===== src/rtl/dma_slave_pkg.sv =====
package dma_slave_pkg;
  typedef enum logic {
    REL_PER_WORD  = 1'b0,
    REL_PER_BLOCK = 1'b1
  } release_mode_e;
endpackage


===== src/rtl/dma_word_fifo.sv =====
module dma_word_fifo #(
  parameter int DATA_W = 16,
  parameter int DEPTH  = 16,
  localparam int AW    = $clog2(DEPTH),
  localparam int CW    = $clog2(DEPTH + 1)
) (
  input  logic              clk,
  input  logic              rst_n,
  input  logic              push,
  input  logic [DATA_W-1:0] push_data,
  input  logic              pop,
  output logic [DATA_W-1:0] head,
  output logic [CW-1:0]     count
);
  logic [DATA_W-1:0] mem [DEPTH];
  logic [AW-1:0] wr_ptr_q, wr_ptr_d, rd_ptr_q, rd_ptr_d;
  logic [CW-1:0] count_q, count_d;
  logic          do_push, do_pop;

  assign do_push = push && (count_q != CW'(DEPTH));
  assign do_pop  = pop && (count_q != '0);

  always_comb begin
    wr_ptr_d = wr_ptr_q;
    rd_ptr_d = rd_ptr_q;
    count_d  = count_q;
    if (do_push) wr_ptr_d = (wr_ptr_q == AW'(DEPTH - 1)) ? '0 : wr_ptr_q + AW'(1);
    if (do_pop)  rd_ptr_d = (rd_ptr_q == AW'(DEPTH - 1)) ? '0 : rd_ptr_q + AW'(1);
    case ({do_push, do_pop})
      2'b10:   count_d = count_q + CW'(1);
      2'b01:   count_d = count_q - CW'(1);
      default: count_d = count_q;
    endcase
  end

  always_ff @(posedge clk or negedge rst_n) begin
    if (!rst_n) begin
      wr_ptr_q <= '0;
      rd_ptr_q <= '0;
      count_q  <= '0;
    end else begin
      wr_ptr_q <= wr_ptr_d;
      rd_ptr_q <= rd_ptr_d;
      count_q  <= count_d;
    end
  end

  always_ff @(posedge clk) begin
    if (do_push) mem[wr_ptr_q] <= push_data;
  end

  assign head  = mem[rd_ptr_q];
  assign count = count_q;
endmodule


===== src/rtl/dma_strobe_track.sv =====
module dma_strobe_track (
  input  logic clk,
  input  logic rst_n,
  input  logic dma_ack,
  input  logic rd_act,
  output logic drive,
  output logic done
);
  logic armed_q, armed_d;

  assign drive   = dma_ack && rd_act;
  assign armed_d = drive;
  assign done    = armed_q && !rd_act;

  always_ff @(posedge clk or negedge rst_n) begin
    if (!rst_n) armed_q <= 1'b0;
    else        armed_q <= armed_d;
  end
endmodule


===== src/rtl/dma_req_ctrl.sv =====
module dma_req_ctrl
  import dma_slave_pkg::*;
#(
  parameter int DEPTH = 16,
  localparam int CW   = $clog2(DEPTH + 1)
) (
  input  logic          clk,
  input  logic          rst_n,
  input  logic          burst_mode,
  input  logic          pkt_post,
  input  logic [CW-1:0] pkt_words,
  input  logic          dma_ack,
  input  logic          pop,
  input  logic          push,
  input  logic [CW-1:0] fifo_count,
  output logic          dma_req,
  output logic          underrun
);
  release_mode_e mode;
  logic [CW-1:0] remain_q, remain_d, base, rem_after;
  logic          req_q, req_d, urun_q, urun_d, dry_after;

  assign mode      = release_mode_e'(burst_mode);
  assign rem_after = remain_q - (pop ? CW'(1) : CW'(0));
  assign dry_after = pop && (fifo_count == CW'(1)) && !push;

  always_comb begin
    base     = urun_q ? '0 : remain_q;
    remain_d = base - (pop ? CW'(1) : CW'(0)) + (pkt_post ? pkt_words : CW'(0));

    urun_d = urun_q;
    if (pkt_post)
      urun_d = 1'b0;
    else if (pop && mode == REL_PER_BLOCK && rem_after != '0 && dry_after)
      urun_d = 1'b1;

    req_d = req_q;
    if (pop) begin
      if (mode == REL_PER_WORD) req_d = 1'b0;
      else                      req_d = (rem_after != '0) && !dry_after;
    end else if (!req_q && remain_q != '0 && fifo_count != '0 && !dma_ack && !urun_q) begin
      req_d = 1'b1;
    end else if (req_q && fifo_count == '0) begin
      req_d = 1'b0;
    end
  end

  always_ff @(posedge clk or negedge rst_n) begin
    if (!rst_n) begin
      remain_q <= '0;
      req_q    <= 1'b0;
      urun_q   <= 1'b0;
    end else begin
      remain_q <= remain_d;
      req_q    <= req_d;
      urun_q   <= urun_d;
    end
  end

  assign dma_req  = req_q;
  assign underrun = urun_q;
endmodule


===== src/rtl/dma_slave_port.sv =====
module dma_slave_port #(
  parameter int DATA_W = 16,
  parameter int DEPTH  = 16,
  localparam int CW    = $clog2(DEPTH + 1)
) (
  input  logic              clk,
  input  logic              rst_n,
  input  logic              burst_mode,
  input  logic              fill_en,
  input  logic [DATA_W-1:0] fill_data,
  input  logic              pkt_post,
  input  logic [CW-1:0]     pkt_words,
  input  logic              dma_ack,
  input  logic              rd_act,
  output logic              dma_req,
  output logic [DATA_W-1:0] bus_data,
  output logic              bus_oe,
  output logic              underrun
);
  logic          drive_w, done_w, pop_w;
  logic [CW-1:0] count_w;

  dma_strobe_track u_strobe (
    .clk     (clk),
    .rst_n   (rst_n),
    .dma_ack (dma_ack),
    .rd_act  (rd_act),
    .drive   (drive_w),
    .done    (done_w)
  );

  assign pop_w = done_w && (count_w != '0);

  dma_word_fifo #(.DATA_W(DATA_W), .DEPTH(DEPTH)) u_fifo (
    .clk       (clk),
    .rst_n     (rst_n),
    .push      (fill_en),
    .push_data (fill_data),
    .pop       (pop_w),
    .head      (bus_data),
    .count     (count_w)
  );

  dma_req_ctrl #(.DEPTH(DEPTH)) u_req (
    .clk        (clk),
    .rst_n      (rst_n),
    .burst_mode (burst_mode),
    .pkt_post   (pkt_post),
    .pkt_words  (pkt_words),
    .dma_ack    (dma_ack),
    .pop        (pop_w),
    .push       (fill_en),
    .fifo_count (count_w),
    .dma_req    (dma_req),
    .underrun   (underrun)
  );

  assign bus_oe = drive_w;
endmodule


===== config.mk =====
export PLATFORM = sky130hd
export DESIGN_NAME = dma_slave_port
export DESIGN_NICKNAME = d
export VERILOG_FILES = /design/src/rtl/dma_slave_pkg.sv /design/src/rtl/dma_word_fifo.sv /design/src/rtl/dma_strobe_track.sv /design/src/rtl/dma_req_ctrl.sv /design/src/rtl/dma_slave_port.sv
export SDC_FILE = /design/constraint.sdc
export NUM_CORES = 1
export LEC_CHECK = 0
export BUFFER_PORTS_ARGS = -buffer_cell sky130_fd_sc_hd__buf_2
export CAP_MARGIN = 20
export CORE_AREA = 2 2 167 202
export CTS_CLUSTER_SIZE = 24
export DETAILED_ROUTE_END_ITERATION = 8
export DIE_AREA = 0 0 169 204
export PLACE_DENSITY = 0.57
export SLEW_MARGIN = 20
export SYNTH_ARGS = -nofsm -noshare
export SYNTH_HDL_FRONTEND = slang
export SYNTH_SLANG_ARGS = --single-unit

===== constraint.sdc =====
create_clock -name clk -period 3.9 [get_ports clk]
set_input_delay 0.39 -clock clk [delete_from_list [all_inputs] [get_ports clk]]
set_output_delay 0.39 -clock clk [all_outputs]
set_load 0.02 [all_outputs]

# == Word level (Yosys, flattened, before mapping) ==
# Memories as Yosys holds them, arrays and structs flattened.
# Cells that the tools add are included.
# classes
add_sub_neg,7
eq_ne,6
mux,14
n_reduce_logical,29
# op_table
op,n
$logic_and 1x1->1,16
$reduce_bool 5->1,3
$mux 5,2
$pmux 5 s2,1
$mux 1,9
$add 4x1->4 const B,2
$eq 4x4->1 const B,2
$mux 4,2
$logic_not 1->1,6
$add 5x1->5 const B,1
$add 5x5->5,1
$eq 5x1->1 const B,1
$logic_not 5->1,1
$ne 5x5->1 const B,1
$sub 5x1->5,1
$sub 5x1->5 const B,1
$sub 5x5->5,1
$reduce_bool 2->1,2
$reduce_bool 3->1,1
$eq 2x1->1 const B,1
$eq 2x2->1 const B,1
# word_totals
register_bits,21
ramBits,256
inputBits,28
out_inout_bits,19
wordCells,64
memories,1
# mem_list
name,words,width,read_ports,rd_clocked_by_memory_dff,write_ports,line,text
u_fifo.mem,16,16,1,0,1,dma_word_fifo.sv:15,logic [DATA_W-1:0] mem [DEPTH];

# == Longest topological paths before layout ==
# Gate-level depths: netlist of run 1.
# depth
word_depth,10
ltp_mapped,13
depth_no_buf,13

# == Hierarchy ==
# A second synthesis of run 1 with hierarchy kept.
# hier_totals
cells_unflattened,588
hier_area_um2,11252.0
# by_module_without_submodules
mod,n_inst,cells_each,area_per_inst_um2,seq_area_each_um2
dma_word_fifo,1,522,10636.5,8012.7
dma_req_ctrl,1,61,559.3,175.2
dma_strobe_track,1,3,41.3,25.0
dma_slave_port,1,2,15.0,0.0

# == Worst setup path before layout of run 1 ==
# Ideal clock, no wire load.
# synth_timing
path_kind,reg2reg
start,reg u_fifo.count_q[0] (netlist: u_fifo.count[0])
end,"mem u_fifo.mem[3][0], enable pin"
setup_time_ns,0.430
arrival_ns,2.647
required_time_ns,3.470
path_slack_ns,0.823
stages_incl_launch_ff,6
path_buffers,0
period_less_slack_ns,3.077
cell_sequence,dfrtp_1 inv_1 ha_1 a31oi_4 inv_4 nor4_1
# synth_between
elab_chain_len,4
# synth_lines
element,line,text
"start, declared",dma_word_fifo.sv:17,"logic [CW-1:0] count_q, count_d;"
"start signal, assigned",dma_word_fifo.sv:44,count_q <= count_d;
$ne 5x5->1,dma_word_fifo.sv:20,assign do_push = push && (count_q != CW'(DEPTH));
$logic_and 1x1->1,dma_word_fifo.sv:20,
$mux 1,dma_word_fifo.sv:49,if (do_push) mem[wr_ptr_q] <= push_data;
$mux 1 (not written as such),dma_word_fifo.sv:49,
"end, declared",dma_word_fifo.sv:15,
# No other way between the ends.

# == Worst setup path in the final report of run 1 ==
# layout_timing
start,reg u_fifo.rd_ptr_q[0]
end,out bus_data[8]
# layout_between
elab_chain_len,1
# layout_lines
element,line,text
"start, declared",dma_word_fifo.sv:16,"logic [AW-1:0] wr_ptr_q, wr_ptr_d, rd_ptr_q, rd_ptr_d;"
"start signal, assigned",dma_word_fifo.sv:43,rd_ptr_q <= rd_ptr_d;
$mem_v2 16x16,--,
"end, declared",dma_slave_port.sv:16,"output logic [DATA_W-1:0] bus_data,"
# No other way between the ends.

==> results of run 1 <==
## state kept, by name (all words and copies together) (netlist names)
register,count
u_strobe.armed_q,1
u_fifo.wr_ptr_q,4
u_req.underrun,1
u_req.remain_q,5
u_req.dma_req,1
u_fifo.rd_ptr_q,4
u_fifo.count,5
u_fifo.mem,256
## area by class of cell
type	instances	area [um2]	share of cell area
Tap cell	412	515	0.0398
Clock inverter	18	163	0.0126
Inverter	23	88.8	0.00686
Timing Repair Buffer	74	455	0.0351
Clock buffer	31	691	0.0533
Sequential cell	277	8220	0.634
Multi-Input combinational cell	260	2820	0.218
## how the worst max path moves through the flow
stage | slack (ns) | endpoint
after floorplan | 0.82 | u_fifo.mem[3][0]
after global placement | 1.10 | u_req.remain_q[4]
after detailed placement | 0.97 | u_req.remain_q[4]
after CTS | 0.58 | bus_data[8]
after global routing | 0.46 | bus_data[8]
final | 0.66 | bus_data[8]
## power groups by stage
stage          clock network (mW)  logic (mW)  registers [mW]
5_1_grt                      2.69        2.97            4.03
6_report                     2.51        2.75            3.97
3_5_place_dp                    0        2.80            4.05
2_1_floorplan                   0        2.19            3.76
3_3_place_gp                    0        2.74            4.02
4_1_cts                      2.56        2.81            3.99
## worst max-delay path, cell delays in order (launching register included)
cell     delay, ns
dfrtp_4       0.86
buf_4         0.39
mux4_2        0.54
a32oi_1       0.21
o21ai_1       0.10
buf_2         0.20
## metrics by stage
stage                     power [mW]  worst slack, ns   util  cells
after floorplan                 5.95            0.823      -    588
after detailed placement        6.85            0.971  0.370   1045
after global routing            9.69            0.456  0.396   1095
after global placement          6.76             1.10  0.370   1045
after CTS                       9.35            0.575  0.396   1095
final                           9.24            0.663  0.396   1095
## what timing repair did
| item | 4_1_cts | 5_1_grt |
|---|---|---|
| hold buffers | 1 | 0 |
| buffers inserted | 0 | 0 |
| hold endpoints to repair | 21 | 0 |
## cells by family after synthesis
logic type                 Yosys count  share of synthesized area
xor gates and xnor gates            13                     0.0101
adders and majority gates           20                     0.0229
muxes                               99                      0.142
buffers and inverters               51                     0.0224
AOI/OAI and AO/OA                   69                     0.0434
and+or+nand+nor                     59                     0.0305
DFF                                277                      0.729
## per-layer routing
layer	wire length, um	part of all wire	global-route usage
met3	1210	0.050	0.0213
met2	12400	0.52	0.248
met4	650	0.027	0.0467
met1	9700	0.40	0.175
met5	11	0.00046	0
## synthesized netlist by cell type (12+ instances only)
cell type,number
mux4_2,48
edfxtp_1,256
buf_2,12
nor2_1,12
dfrtp_1,21
a32oi_1,16
a22oi_1,16
inv_1,22
ha_1,19
mux2i_1,49
o21ai_1,14
==> impl_results.md, run 1 <==
* CTS buffer count at 27
* Worst flop-to-flop path endpoint: u_req.remain_q[4]
* Initial drt markers at between 300 and 400
* Most common cell after layout, fill and taps aside: edfxtp_1
* HP Class: input pin to register
* Port Buf Inserts at between 40 and 50
* Clock Path Buffers at 3
* Vias in the first global route at 6041
* Core area at around 33000 um2
* Largest net degree at the start of global routing at 36
* Synth Warn # at 0
* Hold-critical path depth at 2
* Combinational share of power at 0.298
* Yosys cell types at 42
* Die width at 169 um
* Area Growth Syn to Fin at 15.0%
* CP endpoint kind: output port
* Crit Path Max Fanout at 35
* Rows at 73
* Crit path from: u_fifo.rd_ptr_q[0]
* Max Clk Rate at roughly 310 MHz
* Hold_sp: pkt_post
* Clock transition at the registers of the reported paths at around 0.070 ns
* Global-route wire length before repair at 36100 um
* Gpl congestion at ~0.7
* Detailed-route via count at 5736
* P_sw at 2.95 mW
* Die Area at 34500 um2
* Final net count at 711
* Worst setup SP type: register
* Final Cycle Share at 0.830
* Io pins at 47
* Switching share of power at 0.319
* Synth Instances at 588
* Placement Cell Area at 12100 um2
* Hold violation count in the final report at 0
* Most frequent cells in the layout: edfxtp_1, mux2i_1, mux4_2
* Status: finished clean
* Avg Inst Size Synth at 19.2 um2
* Critical path required time at 3.51 ns
* Setup TNS at 0 ns
* Drt wl/cell at 21.9 um
* Top_reg_cell synth: edfxtp_1
* Tot GR Track Use at 0.140
* Clk_skew at 0.0204 ns
* CTS sink count at 277
* Antenna violations before repair at 1
* Htree depth at 1
* Final setup fails at 0
* Cell taking the most area after synthesis: edfxtp_1
* Mapped Area at around 11000 um2
* Final instance area at 13000 um2
* P_int at approximately 6.3 mW
* Maximum vdd drop at 0.000297 V
* Critical path class: register to output port
* Ys async rst share at 0.0758
* Tmin final at between 3 and 4 ns
* Antenna cells at 0
* CTS tree: done
* Register bit count reported by yosys at between 200 and 300
* RSZ-0062 raised after global routing: false
* Worst Tran Pin Value at around 0.94 ns
* Synthesized net count at about 640
* Worst skew pair latency at 0.52 ns
* R2R cell count at 13
* EDFF count, synth at 256
* Die height at 204 um
* Synth top area share at 0.682
* Max-slew headroom at 0.374
* Hold slack at slightly below 0.09 ns
* DR pass1 iterations at 5
* Initial Utilization at 0.344
* Post-DRT Antenna Nets at 0
* Detailed Place HPWL at 14600 um
* Hold EP: u_req.underrun
* Sequential area share after synthesis at 0.729
* Register-to-Register Setup Slack at between 0.9 and 1 ns
* Power Dens Cells at 713 nW/um2
* CTS root buf: clkbuf_16
* Filler cell count at 2936
* Post-Route WL at ~24000 um
* Avg Vias per Cell at 5.24
* GR Overflow Total at 0
* Clock Power Share at 0.272
* Leak pwr at 4.37 nW
* CP arrival at 2.85 ns
* Flop pwr share at 0.430
* DRC violations left at 0
* Post-CTS resize count at 0
* Max-cap check violation count at 0
* Final Max Tran Viols at 0
* Worst R2R Start: u_fifo.count[0]
* Synth area leaders: edfxtp_1, mux4_2, dfrtp_1
* Share of cells above drive strength 1 at 0.255
Power figures use the tool's default switching activity.
==> run 2: changes to the inputs <==
ABC_AREA = 1   (was unset)
CORE_AREA = 2 2 172 208   (was 2 2 167 202)
DIE_AREA = 0 0 174 210   (was 0 0 169 204)
PLACE_DENSITY = 0.59   (was 0.57)
clock period = 2.9 ns   (was 3.9 ns; I/O delays follow)
==> impl_results.md, run 2 <==
* CTS tree: done
* Leak pwr at 5.33 nW (+22%)
* Clock transition at the registers of the reported paths at 0.06 ns (about the same)
* Post CTS Setup Buffer Count at 0 (unchanged)
* GR Overflow Total at 0 (unchanged)
* Max-slew headroom at 0.635 (+0.261)
* Max-cap check violation count at 0 (unchanged)
* Detailed-route via count at 7743 (+35%)
* Flop pwr share at 0.405 (-0.025)
* P_int at 7.85 mW (+25%)
* Max Clk Rate at 366 MHz
* Largest net degree at the start of global routing at 83 (+130%)
* Die Area at 36500 um2 (+6.0%)
* Hold slack at 0.0847 ns (-0.00473 ns)
* Antenna violations before repair at 0 (-1)
* Combinational share of power at 0.343 (+0.045)
* Sequential area share after synthesis at 0.687 (-0.0423)
* Clock Power Share at 0.251 (-0.021)
* Mapped Area at 12000 um2 (+6.2%)
* Crit-path max cell delay at 0.69 ns (-0.17 ns)
* Io pins at 47 (unchanged)
* Port Buf Inserts at 46 (unchanged)
* Synth area leaders: edfxtp_1, nand2_1, nor2_1
* Gpl congestion at 0.742 (+5.7%)
* EDFF count, synth at 256 (unchanged)
* Most common library cells after synthesis: nand2_1, edfxtp_1, nor2_1
* DRC violations left at 0 (unchanged)
* Post-Route WL at 27600 um (+15%)
* Htree depth at 1 (unchanged)
* Initial drt markers at 532 (+34%)
* Top_reg_cell synth: edfxtp_1
* Worst skew pair latency at 0.54 ns (+0.02 ns)
* Detailed Place HPWL at 16200 um (+11%)
* Worst setup SP type: register
* Top-count cell post-synth: nand2_1
* Switching share of power at 0.372 (+0.0523)
* Drt wl/cell at 16.7 um (-24%)
* Synthesized net count at 1161 (+83%)
* Most common cell after layout, fill and taps aside: nand2_1
* Critical path class: register to output port
* Initial Utilization at 0.346 (+0.00177)
* Critical path required time at 2.61 ns (-0.90 ns)
* P_sw at 4.64 mW (+57%)
* Worst path bufs/invs at 4 (+2)
* Yosys cell types at 26 (-38%)
* Clock Path Buffers at 3 (unchanged)
* Antenna cells at 0 (unchanged)
* Final Cycle Share at 0.941
* Critical path, cell by cell: buf_4 > nor2_1 > buf_4 > nand2_1 > nand2_1 > inv_1 > nand2_1 > buf_2
* Filler cell count at 3426 (+17%)
* Avg Vias per Cell at 4.68 (-11%)
* Synth top area share at 0.643 (-0.0396)
* Most frequent cells in the layout: nand2_1, edfxtp_1, nor2_1
* Vias in the first global route at 7437 (+23%)
* Core area at 34500 um2 (+5.6%)
* CP top delay family: buffers and inverters
* CP max-delay cell: dfrtp_1
* Synth Warn # at 0 (unchanged)
* Biggest register: u_fifo.mem
* Power Dens Cells at 920 nW/um2 (+29%)
* Maximum vdd drop at 0.000529 V (+78%)
* Final instance area at 13600 um2 (+4.8%)
* Synth Instances at 1113 (+89%)
* Placement Cell Area at 12800 um2 (+5.5%)
* Register bit count reported by yosys at 277 (unchanged)
* CP endpoint kind: output port
* Status: finished clean
* Final net count at 1223 (+72%)
* Global-route wire length before repair at 43200 um (+20%)
* Share of cells above drive strength 1 at 0.116 (-0.139)
* Avg Inst Size Synth at 10.7 um2 (-44%)
* CP arrival at 2.44 ns (-0.41 ns)
* Post-DRT Antenna Nets at 0 (unchanged)
* CTS root buf: clkbuf_16
* Hold violation count in the final report at 0 (unchanged)
* Most common cell on crit path: nand2_1
* CTS buffer count at 26 (-3.7%)
* RSZ-0062 raised after global routing: false
* Worst Tran Pin Value at 0.548 ns (-0.391 ns)
* Max FFs per register at 256 (unchanged)
* Rows at 75 (+2.7%)
* DR pass1 iterations at 4 (-1)
* Die width at 174 um (+3.0%)
* Ys async rst share at 0.0758 (unchanged)
* Crit Path Max Fanout at 16 (-54%)
* Tot GR Track Use at 0.153 (+0.0128)
* Final Max Tran Viols at 0 (unchanged)
* Setup TNS at 0 ns (unchanged)
* Die height at 210 um (+2.9%)
* Clk_skew at 0.0147 ns (-0.00566 ns)
* HP Class: input pin to register
* Tmin final at 2.73 ns
* CTS sink count at 277 (unchanged)
* Cell taking the most area after synthesis: edfxtp_1
* Area Growth Syn to Fin at 13.6%
* Final setup fails at 0 (unchanged)
run 2: changes by cell type in the layout (fill, tap and decap cells not counted), moves of 11 or more:
cell	before	now
nor2_1	12	128
mux4_2	48	0
a22oi_1	16	0
nand3_1	6	63
nor2_2	1	15
o21ai_0	6	68
and2_1	11	0
nand2_1	11	386
a32oi_1	16	0
inv_1	22	59
mux2i_1	49	0
run 2: worst paths after layout:
path	slack, ns	cells after the start	from	end
min in group asynchronous	0.26	2	rst_n	u_req.dma_req
max	0.17	8	u_fifo.rd_ptr_q[2]	bus_data[5]
min reg2reg	0.55	1	u_fifo.count[0]	u_fifo.count[0]
max in group asynchronous	2.27	2	rst_n	u_fifo.rd_ptr_q[0]
min	0.08	5	burst_mode	u_req.underrun
max reg2reg	0.31	14	u_fifo.count[0]	u_req.remain_q[4]
run 2: layout make-up:
| type | count | area [um2] | area share |
|---|---|---|---|
| inverters | 66 | 249 | 0.0183 |
| repair buffers | 82 | 561 | 0.0413 |
| clock inverters | 17 | 86.3 | 0.00636 |
| multi-input cells | 722 | 3200 | 0.236 |
| well taps | 462 | 578 | 0.0426 |
| flip-flops and latches | 277 | 8220 | 0.605 |
| clock buffers | 30 | 687 | 0.0506 |
run 2: routing by layer:
metal	part of all wire	GRT usage
met1	0.43	0.195
met2	0.51	0.273
met3	0.044	0.0166
met4	0.023	0.0467
met5	0	0
run 2: power groups by stage:
stage	sequential (mW)	clock, mW	combinational, mW
2_1_floorplan	5.07	0	3.04
3_3_place_gp	5.13	0	4.32
3_5_place_dp	5.15	0	4.35
4_1_cts	5.06	3.21	4.37
5_1_grt	5.10	3.37	4.87
6_report	5.06	3.14	4.29
run 2: worst reg2reg max path, delay by kind of cell, from the launching register on:
family                   cells  cell delay, ns
AO/OA/AOI/OAI                2            0.28
adder cells (fa/ha/maj)      4            1.04
buffers and inverters        4            0.37
flip-flops                   1            0.42
AND/OR/NAND/NOR              4            0.36
run 2: metrics by stage:
| step | worst slack, ns | util | instances | power (mW) |
|---|---|---|---|---|
| 2_1_floorplan | 0.461 | - | 1113 | 8.12 |
| 3_3_place_gp | 0.275 | 0.370 | 1605 | 9.45 |
| 3_5_place_dp | 0.244 | 0.370 | 1605 | 9.50 |
| 4_1_cts | 0.165 | 0.393 | 1656 | 12.6 |
| 5_1_grt | 0.0924 | 0.393 | 1656 | 13.3 |
| 6_report | 0.171 | 0.393 | 1656 | 12.5 |
run 2: cell families after synthesis:
kind of cell	after synthesis	synth area share
adders and majority gates	20	0.0216
and+or+nand+nor	596	0.195
xor gates and xnor gates	9	0.00659
buffers and inverters	114	0.0488
DFF	277	0.687
AOI/OAI and AO/OA	97	0.0412
run 2: timing repair:
| action | 4_1_cts | 5_1_grt |
|---|---|---|
| hold endpoints to repair | 23 | 0 |
| resized for setup | 0 | 1 |
| endpoints found under the setup margin | 0 | 1 |
| hold buffers | 4 | 0 |
